==> src/rtl/hp_pkg.sv <==
package hp_pkg;
    localparam int unsigned REG_W  = 32;
    localparam int unsigned ADDR_W = 5;
    localparam int unsigned IDX_W  = $clog2(REG_W) + 1;

    typedef enum logic [2:0] {
        RG_INS,
        RG_REM,
        RG_FEAT,
        RG_RMV,
        RG_SEL,
        RG_NONE
    } reg_e;

    function automatic reg_e decode_reg(input logic [ADDR_W-1:0] a, input logic legacy);
        case (a)
            5'h00:   return RG_INS;
            5'h04:   return RG_REM;
            5'h08:   return RG_FEAT;
            5'h0C:   return RG_RMV;
            5'h10:   return legacy ? RG_NONE : RG_SEL;
            default: return RG_NONE;
        endcase
    endfunction

    function automatic logic [IDX_W-1:0] lowest_set(input logic [REG_W-1:0] v);
        logic [IDX_W-1:0] idx;
        idx = IDX_W'(REG_W);
        for (int i = REG_W - 1; i >= 0; i--) begin
            if (v[i]) idx = IDX_W'(i);
        end
        return idx;
    endfunction
endpackage

==> src/rtl/hp_evt_in.sv <==
module hp_evt_in #(
    parameter int unsigned NUM_BUS   = 4,
    parameter int unsigned NUM_SLOT  = 32,
    parameter int unsigned EVT_BUS_W = 3,
    parameter int unsigned SLOT_W    = 5
) (
    input  logic                         clk,
    input  logic                         rst,
    input  logic                         ins_valid,
    input  logic [EVT_BUS_W-1:0]         ins_bus,
    input  logic [SLOT_W-1:0]            ins_slot,
    input  logic                         ins_hot,
    input  logic                         rem_valid,
    input  logic [EVT_BUS_W-1:0]         rem_bus,
    input  logic [SLOT_W-1:0]            rem_slot,
    output logic [NUM_BUS*NUM_SLOT-1:0]  ins_set,
    output logic [NUM_BUS*NUM_SLOT-1:0]  rem_set,
    output logic                         irq_pulse,
    output logic                         evt_err
);
    logic ins_in_range, rem_in_range, ins_take, rem_take;

    assign ins_in_range = int'(ins_bus) < int'(NUM_BUS);
    assign rem_in_range = int'(rem_bus) < int'(NUM_BUS);
    assign ins_take     = ins_valid && ins_hot && ins_in_range;
    assign rem_take     = rem_valid && rem_in_range;

    always_comb begin
        ins_set = '0;
        rem_set = '0;
        for (int b = 0; b < int'(NUM_BUS); b++) begin
            if (ins_take && ins_bus == EVT_BUS_W'(b))
                ins_set[b*NUM_SLOT +: NUM_SLOT] = NUM_SLOT'(1) << ins_slot;
            if (rem_take && rem_bus == EVT_BUS_W'(b))
                rem_set[b*NUM_SLOT +: NUM_SLOT] = NUM_SLOT'(1) << rem_slot;
        end
    end

    always_ff @(posedge clk) begin
        if (rst) begin
            irq_pulse <= 1'b0;
            evt_err   <= 1'b0;
        end else begin
            irq_pulse <= ins_take || rem_take;
            evt_err   <= (ins_valid && !ins_in_range) || (rem_valid && !rem_in_range);
        end
    end

    // an error pulse never comes with an accepted event on the same input alone
    p_err_no_set_r10: assert property (@(posedge clk) disable iff (rst)
        (ins_valid && !ins_in_range && !rem_valid) |-> (ins_set == '0 && rem_set == '0));
endmodule

==> src/rtl/hp_slot_bank.sv <==
module hp_slot_bank #(
    parameter int unsigned NUM_SLOT = 32
) (
    input  logic                clk,
    input  logic                rst,
    input  logic [NUM_SLOT-1:0] set_ins,
    input  logic [NUM_SLOT-1:0] set_rem,
    input  logic [NUM_SLOT-1:0] clr,
    input  logic                rd_clr,
    input  logic                load_rmv,
    input  logic [NUM_SLOT-1:0] fixed,
    output logic [NUM_SLOT-1:0] ins_q,
    output logic [NUM_SLOT-1:0] rem_q,
    output logic [NUM_SLOT-1:0] rmv_q
);
    always_ff @(posedge clk) begin
        if (rst) begin
            ins_q <= '0;
            rem_q <= '0;
            rmv_q <= ~fixed;
        end else begin
            ins_q <= ((rd_clr ? '0 : ins_q) & ~clr) | set_ins;
            rem_q <= (rem_q & ~clr) | set_rem;
            if (load_rmv) rmv_q <= ~fixed;
        end
    end

    // a remove event always lands, even against a same-cycle eject
    p_rem_set_wins_r9: assert property (@(posedge clk) disable iff (rst)
        (set_rem != '0) |=> ((rem_q & $past(set_rem)) == $past(set_rem)));

    // without a clearing read or eject, no insert bit is lost
    p_ins_hold_r5: assert property (@(posedge clk) disable iff (rst)
        (!rd_clr && clr == '0) |=> ((ins_q & $past(ins_q)) == $past(ins_q)));

    // an eject retires the remove bit unless the same slot is re-requested
    p_eject_clears_r6: assert property (@(posedge clk) disable iff (rst)
        (clr != '0 && (set_rem & clr) == '0) |=> ((rem_q & $past(clr)) == '0));
endmodule

==> src/rtl/hp_event_bank.sv <==
module hp_event_bank
    import hp_pkg::*;
#(
    parameter int unsigned NUM_BUS   = 4,
    parameter int unsigned NUM_SLOT  = 32,
    parameter int unsigned EVT_BUS_W = 3,
    localparam int unsigned SLOT_W   = (NUM_SLOT > 1) ? $clog2(NUM_SLOT) : 1,
    localparam int unsigned BUS_W    = (NUM_BUS > 1) ? $clog2(NUM_BUS) : 1
) (
    input  logic                        clk,
    input  logic                        rst,
    input  logic                        warm_rst,
    input  logic                        legacy_mode,
    input  logic [NUM_BUS*NUM_SLOT-1:0] fixed_mask,
    input  logic                        req_valid,
    input  logic                        req_write,
    input  logic [ADDR_W-1:0]           req_addr,
    input  logic [3:0]                  req_be,
    input  logic [REG_W-1:0]            req_wdata,
    output logic                        rsp_valid,
    output logic [REG_W-1:0]            rsp_rdata,
    input  logic                        ins_valid,
    input  logic [EVT_BUS_W-1:0]        ins_bus,
    input  logic [SLOT_W-1:0]           ins_slot,
    input  logic                        ins_hot,
    input  logic                        rem_valid,
    input  logic [EVT_BUS_W-1:0]        rem_bus,
    input  logic [SLOT_W-1:0]           rem_slot,
    output logic                        irq_pulse,
    output logic                        evt_err,
    output logic                        eject_valid,
    output logic [BUS_W-1:0]            eject_bus,
    output logic [SLOT_W-1:0]           eject_slot,
    output logic                        drain_busy
);
    localparam int unsigned FLAT_W = NUM_BUS * NUM_SLOT;

    logic [FLAT_W-1:0]   ins_set, rem_set;
    logic [NUM_SLOT-1:0] ins_w [NUM_BUS];
    logic [NUM_SLOT-1:0] rem_w [NUM_BUS];
    logic [NUM_SLOT-1:0] rmv_w [NUM_BUS];
    logic [NUM_SLOT-1:0] clr_mask [NUM_BUS];
    logic [NUM_BUS-1:0]  rd_clr, load_rmv;

    hp_evt_in #(
        .NUM_BUS(NUM_BUS), .NUM_SLOT(NUM_SLOT), .EVT_BUS_W(EVT_BUS_W), .SLOT_W(SLOT_W)
    ) u_evt (
        .clk(clk), .rst(rst),
        .ins_valid(ins_valid), .ins_bus(ins_bus), .ins_slot(ins_slot), .ins_hot(ins_hot),
        .rem_valid(rem_valid), .rem_bus(rem_bus), .rem_slot(rem_slot),
        .ins_set(ins_set), .rem_set(rem_set),
        .irq_pulse(irq_pulse), .evt_err(evt_err)
    );

    // register port decode
    logic             word_ok, sel_ok, rd_req;
    reg_e             rg;
    logic [REG_W-1:0] sel_q, rd_val;
    logic [BUS_W-1:0] sel_idx;

    assign word_ok = req_valid && (req_be == 4'hF) && (req_addr[1:0] == 2'b00);
    assign rd_req  = req_valid && !req_write;
    assign rg      = decode_reg(req_addr, legacy_mode);
    assign sel_ok  = sel_q < REG_W'(NUM_BUS);
    assign sel_idx = sel_q[BUS_W-1:0];

    always_comb begin
        rd_val = '0;
        if (word_ok && sel_ok) begin
            case (rg)
                RG_INS:  rd_val = REG_W'(ins_w[sel_idx]);
                RG_REM:  rd_val = REG_W'(rem_w[sel_idx]);
                RG_RMV:  rd_val = REG_W'(rmv_w[sel_idx]);
                RG_SEL:  rd_val = sel_q;
                default: rd_val = '0;
            endcase
        end
    end

    // eject source: drain sequence has priority over firmware writes
    logic             drain_q, drain_hit, wr_ej, ej_any;
    logic [BUS_W-1:0] dbus_q, ej_bus;
    logic [REG_W-1:0] drain_vec, ej_vec;
    logic [IDX_W-1:0] ej_idx;
    logic [SLOT_W-1:0] ej_slot;

    assign drain_vec = REG_W'(rem_w[dbus_q]);
    assign drain_hit = drain_q && (drain_vec != '0);
    assign wr_ej     = word_ok && req_write && (rg == RG_FEAT) && sel_ok
                       && (req_wdata != '0) && !drain_q;
    assign ej_vec    = drain_q ? drain_vec : req_wdata;
    assign ej_bus    = drain_q ? dbus_q : sel_idx;
    assign ej_idx    = lowest_set(ej_vec);
    assign ej_slot   = SLOT_W'(ej_idx);
    assign ej_any    = (drain_q ? drain_hit : wr_ej) && (int'(ej_idx) < int'(NUM_SLOT));

    for (genvar b = 0; b < int'(NUM_BUS); b++) begin : g_bus
        assign clr_mask[b] = (ej_any && ej_bus == BUS_W'(b)) ? (NUM_SLOT'(1) << ej_slot) : '0;
        assign rd_clr[b]   = word_ok && rd_req && (rg == RG_INS) && sel_ok
                             && !legacy_mode && (sel_idx == BUS_W'(b));
        assign load_rmv[b] = drain_q && !drain_hit && (dbus_q == BUS_W'(b));

        hp_slot_bank #(.NUM_SLOT(NUM_SLOT)) u_bank (
            .clk(clk), .rst(rst),
            .set_ins(ins_set[b*NUM_SLOT +: NUM_SLOT]),
            .set_rem(rem_set[b*NUM_SLOT +: NUM_SLOT]),
            .clr(clr_mask[b]), .rd_clr(rd_clr[b]), .load_rmv(load_rmv[b]),
            .fixed(fixed_mask[b*NUM_SLOT +: NUM_SLOT]),
            .ins_q(ins_w[b]), .rem_q(rem_w[b]), .rmv_q(rmv_w[b])
        );
    end

    always_ff @(posedge clk) begin
        if (rst) begin
            sel_q       <= '0;
            drain_q     <= 1'b0;
            dbus_q      <= '0;
            rsp_valid   <= 1'b0;
            rsp_rdata   <= '0;
            eject_valid <= 1'b0;
            eject_bus   <= '0;
            eject_slot  <= '0;
        end else begin
            rsp_valid   <= rd_req;
            rsp_rdata   <= rd_req ? rd_val : '0;
            if (word_ok && req_write && rg == RG_SEL) sel_q <= req_wdata;
            eject_valid <= ej_any && rmv_w[ej_bus][ej_slot];
            if (ej_any) begin
                eject_bus  <= ej_bus;
                eject_slot <= ej_slot;
            end
            if (warm_rst) begin
                drain_q <= 1'b1;
                dbus_q  <= '0;
            end else if (drain_q && !drain_hit) begin
                if (dbus_q == BUS_W'(NUM_BUS - 1)) drain_q <= 1'b0;
                else dbus_q <= dbus_q + 1'b1;
            end
        end
    end

    assign drain_busy = drain_q;

    // a response only ever follows a read request
    p_rsp_after_read_r1: assert property (@(posedge clk) disable iff (rst)
        rsp_valid |-> $past(req_valid && !req_write));

    // with an out-of-range select, read data is zero
    p_oor_reads_zero_r3: assert property (@(posedge clk) disable iff (rst)
        (rsp_valid && ($past(sel_q) >= REG_W'(NUM_BUS))) |-> (rsp_rdata == '0));

    // a strobe always names an existing bus
    p_eject_bus_range_r7: assert property (@(posedge clk) disable iff (rst)
        eject_valid |-> (int'(eject_bus) < int'(NUM_BUS)));

    // during the drain, strobes come from the bus being drained
    p_drain_bus_r12: assert property (@(posedge clk) disable iff (rst)
        (eject_valid && $past(drain_q)) |-> (eject_bus == $past(dbus_q)));
endmodule

==> config.mk <==
export PLATFORM = sky130hd
export DESIGN_NAME = hp_event_bank
export DESIGN_NICKNAME = d
export VERILOG_FILES = /design/src/rtl/hp_pkg.sv /design/src/rtl/hp_evt_in.sv /design/src/rtl/hp_slot_bank.sv /design/src/rtl/hp_event_bank.sv
export SDC_FILE = /design/constraint.sdc
export NUM_CORES = 1
export LEC_CHECK = 0
export ABC_AREA = 1
export BUFFER_PORTS_ARGS = -buffer_cell sky130_fd_sc_hd__clkbuf_2
export CORE_MARGIN = 4
export CORE_UTILIZATION = 40
export DETAILED_ROUTE_END_ITERATION = 12
export MAX_ROUTING_LAYER = met4
export PLACE_DENSITY = 0.65
export SYNTH_ARGS = -nofsm -noshare
export SYNTH_HDL_FRONTEND = slang
export SYNTH_SLANG_ARGS = --single-unit
==> constraint.sdc <==
create_clock -name clk -period 10 [get_ports clk]
set_input_delay 1 -clock clk [delete_from_list [all_inputs] [get_ports clk]]
set_output_delay 1 -clock clk [all_outputs]
set_load 0.02 [all_outputs]
==> flow_summary.yaml <==
setup_path:
  crit_start: "dbus_q[0]"
  cp_max_fo: 100
  reg2reg_depth: 22
  r2r_slack_ns: 4.77
  r2r_end: "g_bus[3].u_bank.ins_q[30]"
  timing.rr.start: "dbus_q[0]"
  critPathRequiredTime_ns: 10.45
  arrival_ns: 5.67
  cp_slowest_stage_delay_ns: 0.74
  cp_cell_sequence: "buf_4 > o21ai_0 > nand2_1 > nand2_1 > o21ai_0 > nand2_1 > nor2_1 > nor3_1 > a311oi_1 > o21bai_1 > a31oi_1 > nor2_1 > o21bai_1 > nand3_2 > inv_2 > nand3_2 > nor2_1 > nand2_1 > nor2_1 > nand2_1 > nand3_1 > a21oi_1"
  critical_path.top_delay_family: "simple AND/OR/NAND/NOR gates"
  crit_path_frequent_cell: "nand2_1"
  endpoint_kind: "flip-flop"
  crit_type: "flip-flop to flip-flop"
  start_kind: "flip-flop"
  worst_path_max_delay_cell: "buf_4"
  critPathBufInv: 2
synthesis:
  ys.flop_type: "dfxtp_1"
  synth-xor-area-share_pct: 0
  synth-simple-area-share_pct: 27.1
  yosysWarnings: 0
  synth_top_area_cell: "dfxtp_1"
  ys_seq_area_share_pct: 45.4
  synth_cell_types: 44
  syn-num-nets: 3422
  synth-edff-count: 128
  async_flop_share_pct: 0
  synth-compound-area-share_pct: 19.1
  synth_area_leaders: "dfxtp_1, edfxtp_1, nand2_1, a21oi_1, nand3_1"
  synth_adder_area_share_pct: 0.216
  yosys.area.top_type_share_pct: 28.8
  synthMuxAreaShare_pct: 0
  synth_top_family_by_area: "simple AND/OR/NAND/NOR gates"
  syn_inst: 3224
  synth_area_um2: 23200
  synth-seq-cells: 462
  avgSynthCellArea_um2: 7.19
clock_network:
  cts_tree: "yes"
  htreeDepth: 2
  cts_made_buffers: 51
  clock_path_buffers: 3
  clock-sinks: 462
  insertion_delay_ns: 0.63
  ctsHoldBuffers: 0
  path_clk_slew_ns: 0.07
  cts_resized: 0
  root_buffer: "clkbuf_16"
  cts_setup_buffers: 0
drt:
  drt_first_iter_violations: 3510
  antenna_left: 0
  vias: 24800
  post_drt_wl_per_cell_um: 24.3
  firstDrtPassIters: 6
  vias_per_cell: 5.98
  drc: 0
  routed_wl_um: 101000
pwr:
  pwr-share-seq_pct: 39.6
  switchingPower_mw: 1.79
  combPwrFrac_pct: 23.4
  irDropWorstVdd_v: 0.000183
  netSwitchingFraction_pct: 34.1
  intPower_mw: 3.46
  pwr-share-clk_pct: 37.0
  p_leak_nw: 10.1
  power_density_nw_per_um2: 197
global_route:
  grt_use_met2_pct: 45.0
  top_usage_layer: "met2"
  grt_max_degree: 197
  grt_use_total_pct: 31.5
  use_met3_pct: 8.05
  grt_pass1_vias: 22500
  overflow: 0
  antenna_found_initial: 2
  gr-usage-met1_pct: 42.0
  grt_first_pass_wirelength_um: 145000
placement:
  place_area_um2: 24900
  dp_slack_ns: 5.03
  gp_congestion: 1.04
  post-dp-hpwl_um: 64800
  dp.cells: 4058
  port-buffer-count: 237
sta:
  hold_viol_final: 0
  clock_skew_ns: 0.0371
  min_period_over_period_pct: 52.3
  hold_slack_ns: 0.461
  period_minus_slack_ns: 5.23
  finalSetupTns_ns: 0
  setup_ws_ns: 4.77
  slew_headroom_pct: 16.5
  worst_slew_pin_slew_ns: 1.25
  setup_violations: 0
  grt_setup_unrepaired: "no"
  drv_slew: 0
  max_freq_ghz: 0.191
outcome:
  status: "finished clean"
floorplan:
  die_w_um: 249
  ios: 238
  die-area_um2: 61900
  rows: 88
  coreArea_um2: 57600
  start_util_pct: 40.3
  die_y_um: 249
finish:
  drive_gt1_share_pct: 13.0
  final_nets: 3544
  final_cells: 4153
  area_delta_synth_final_pct: 14.9
  final_area_um2: 26600
worst_hold_path:
  hold_path_class: "flip-flop to flip-flop"
  hold_path.startpoint: "g_bus[0].u_bank.rem_q[24]"
  hold_depth: 2
  worstHoldEndpoint: "g_bus[0].u_bank.rem_q[24]"
flow_run:
  max_cap_violations: 0
## layout make-up
type | instances | area, µm²
Fill cell | 5815 | 30900
Multi-Input combinational cell | 2279 | 10900
Sequential cell | 462 | 10500
Timing Repair Buffer | 281 | 1540
Clock buffer | 69 | 1500
Inverter | 271 | 1020
Tap cell | 765 | 957
Clock inverter | 24 | 199
Antenna cell | 2 | 5.00
## layer usage
layer  part of all wire [%]  vias to the layer above  routed length, µm
met2                     42                     1752              42800
met1                     39                    11600              39500
met4                    5.4                        0               5420
li1                       -                    11100                  -
met3                     13                      341              13200
met5                      0                        -                  0
## synth_stat cells, drive strengths merged (32+ instances only)
library cell  instances
o21ai               196
inv                 270
nand2               938
a21oi               379
nand3               206
a41oi                32
nor2                251
buf                  45
clkbuf              167
nand4                48
edfxtp              128
dfxtp               334
a22oi                53
nor3                 36
o22ai                33
## registers in the layout, indices dropped and copies added, names as in the netlist, 2 cells and up
signal,count
g_bus.u_bank.ins_q,128
g_bus.u_bank.rem_q,128
g_bus.u_bank.rmv_q,128
rsp_rdata,32
sel_q,32
eject_slot,5
dbus_q,2
eject_bus,2
## cells by family (layout without fill, tap and decap cells)
family | Yosys count | in the layout
other cells | 0 | 2
buf+inv | 483 | 645
simple gates | 1506 | 1506
flops | 462 | 462
compound gates | 769 | 769
fa+ha+maj | 4 | 4
## worst max-delay path by stage
| stage | to | slack [ns] | cells past startpoint |
|---|---|---|---|
| after global placement | g_bus[3].u_bank.ins_q[25] | 5.06 | 44 |
| after global routing | g_bus[0].u_bank.ins_q[25] | 4.27 | 44 |
| after detailed placement | g_bus[3].u_bank.ins_q[25] | 5.03 | 44 |
| after CTS | g_bus[3].u_bank.ins_q[25] | 4.98 | 44 |
| final | g_bus[3].u_bank.ins_q[30] | 4.77 | 22 |
| after floorplan | g_bus[0].u_bank.ins_q[21] | 6.34 | 41 |
## worst register-to-register path, stage by stage (launching register included)
cell,delay [ns]
dfxtp_2,0.33
buf_4,0.74
o21ai_0,0.31
nand2_1,0.21
nand2_1,0.08
o21ai_0,0.13
nand2_1,0.14
nor2_1,0.13
nor3_1,0.06
a311oi_1,0.48
o21bai_1,0.13
a31oi_1,0.15
nor2_1,0.05
o21bai_1,0.17
nand3_2,0.32
inv_2,0.27
nand3_2,0.26
nor2_1,0.23
nand2_1,0.11
nor2_1,0.39
nand2_1,0.14
nand3_1,0.11
a21oi_1,0.09
## placed cells by master (no fill, tap or decap), types with 11 or more instances in the layout
master,instances
nand2_1,930
a21oi_1,379
dfxtp_1,332
inv_1,258
clkbuf_2,236
nor2_1,229
nand3_1,203
o21ai_0,167
edfxtp_1,128
clkbuf_16,56
a22oi_1,53
nand4_1,48
buf_4,43
o22ai_1,33
a41oi_1,32
o21ai_1,27
nor3_2,22
o221ai_1,20
nor4_1,19
nor2_2,17
o2bb2ai_1,17
a32o_1,14
nor3_1,14
inv_2,11
o2111ai_1,11
## power groups by stage
| stage | clock [mW] | sequential, mW | combinational [mW] |
|---|---|---|---|
| 3_5_place_dp | 0 | 2.12 | 1.16 |
| 2_1_floorplan | 0 | 2.12 | 0.718 |
| 4_1_cts | 1.95 | 2.08 | 1.16 |
| 6_report | 1.94 | 2.08 | 1.23 |
| 3_3_place_gp | 0 | 2.12 | 1.16 |
| 5_1_grt | 2.02 | 2.09 | 1.29 |
## metrics by stage
step                power, mW  utilization [%]
floorplan                2.84                -
global placement         3.28             43.3
detailed placement       3.27             43.3
CTS                      5.19             46.3
global route             5.39             46.3
finish                   5.25             46.3
Power figures use the tool's default switching activity.
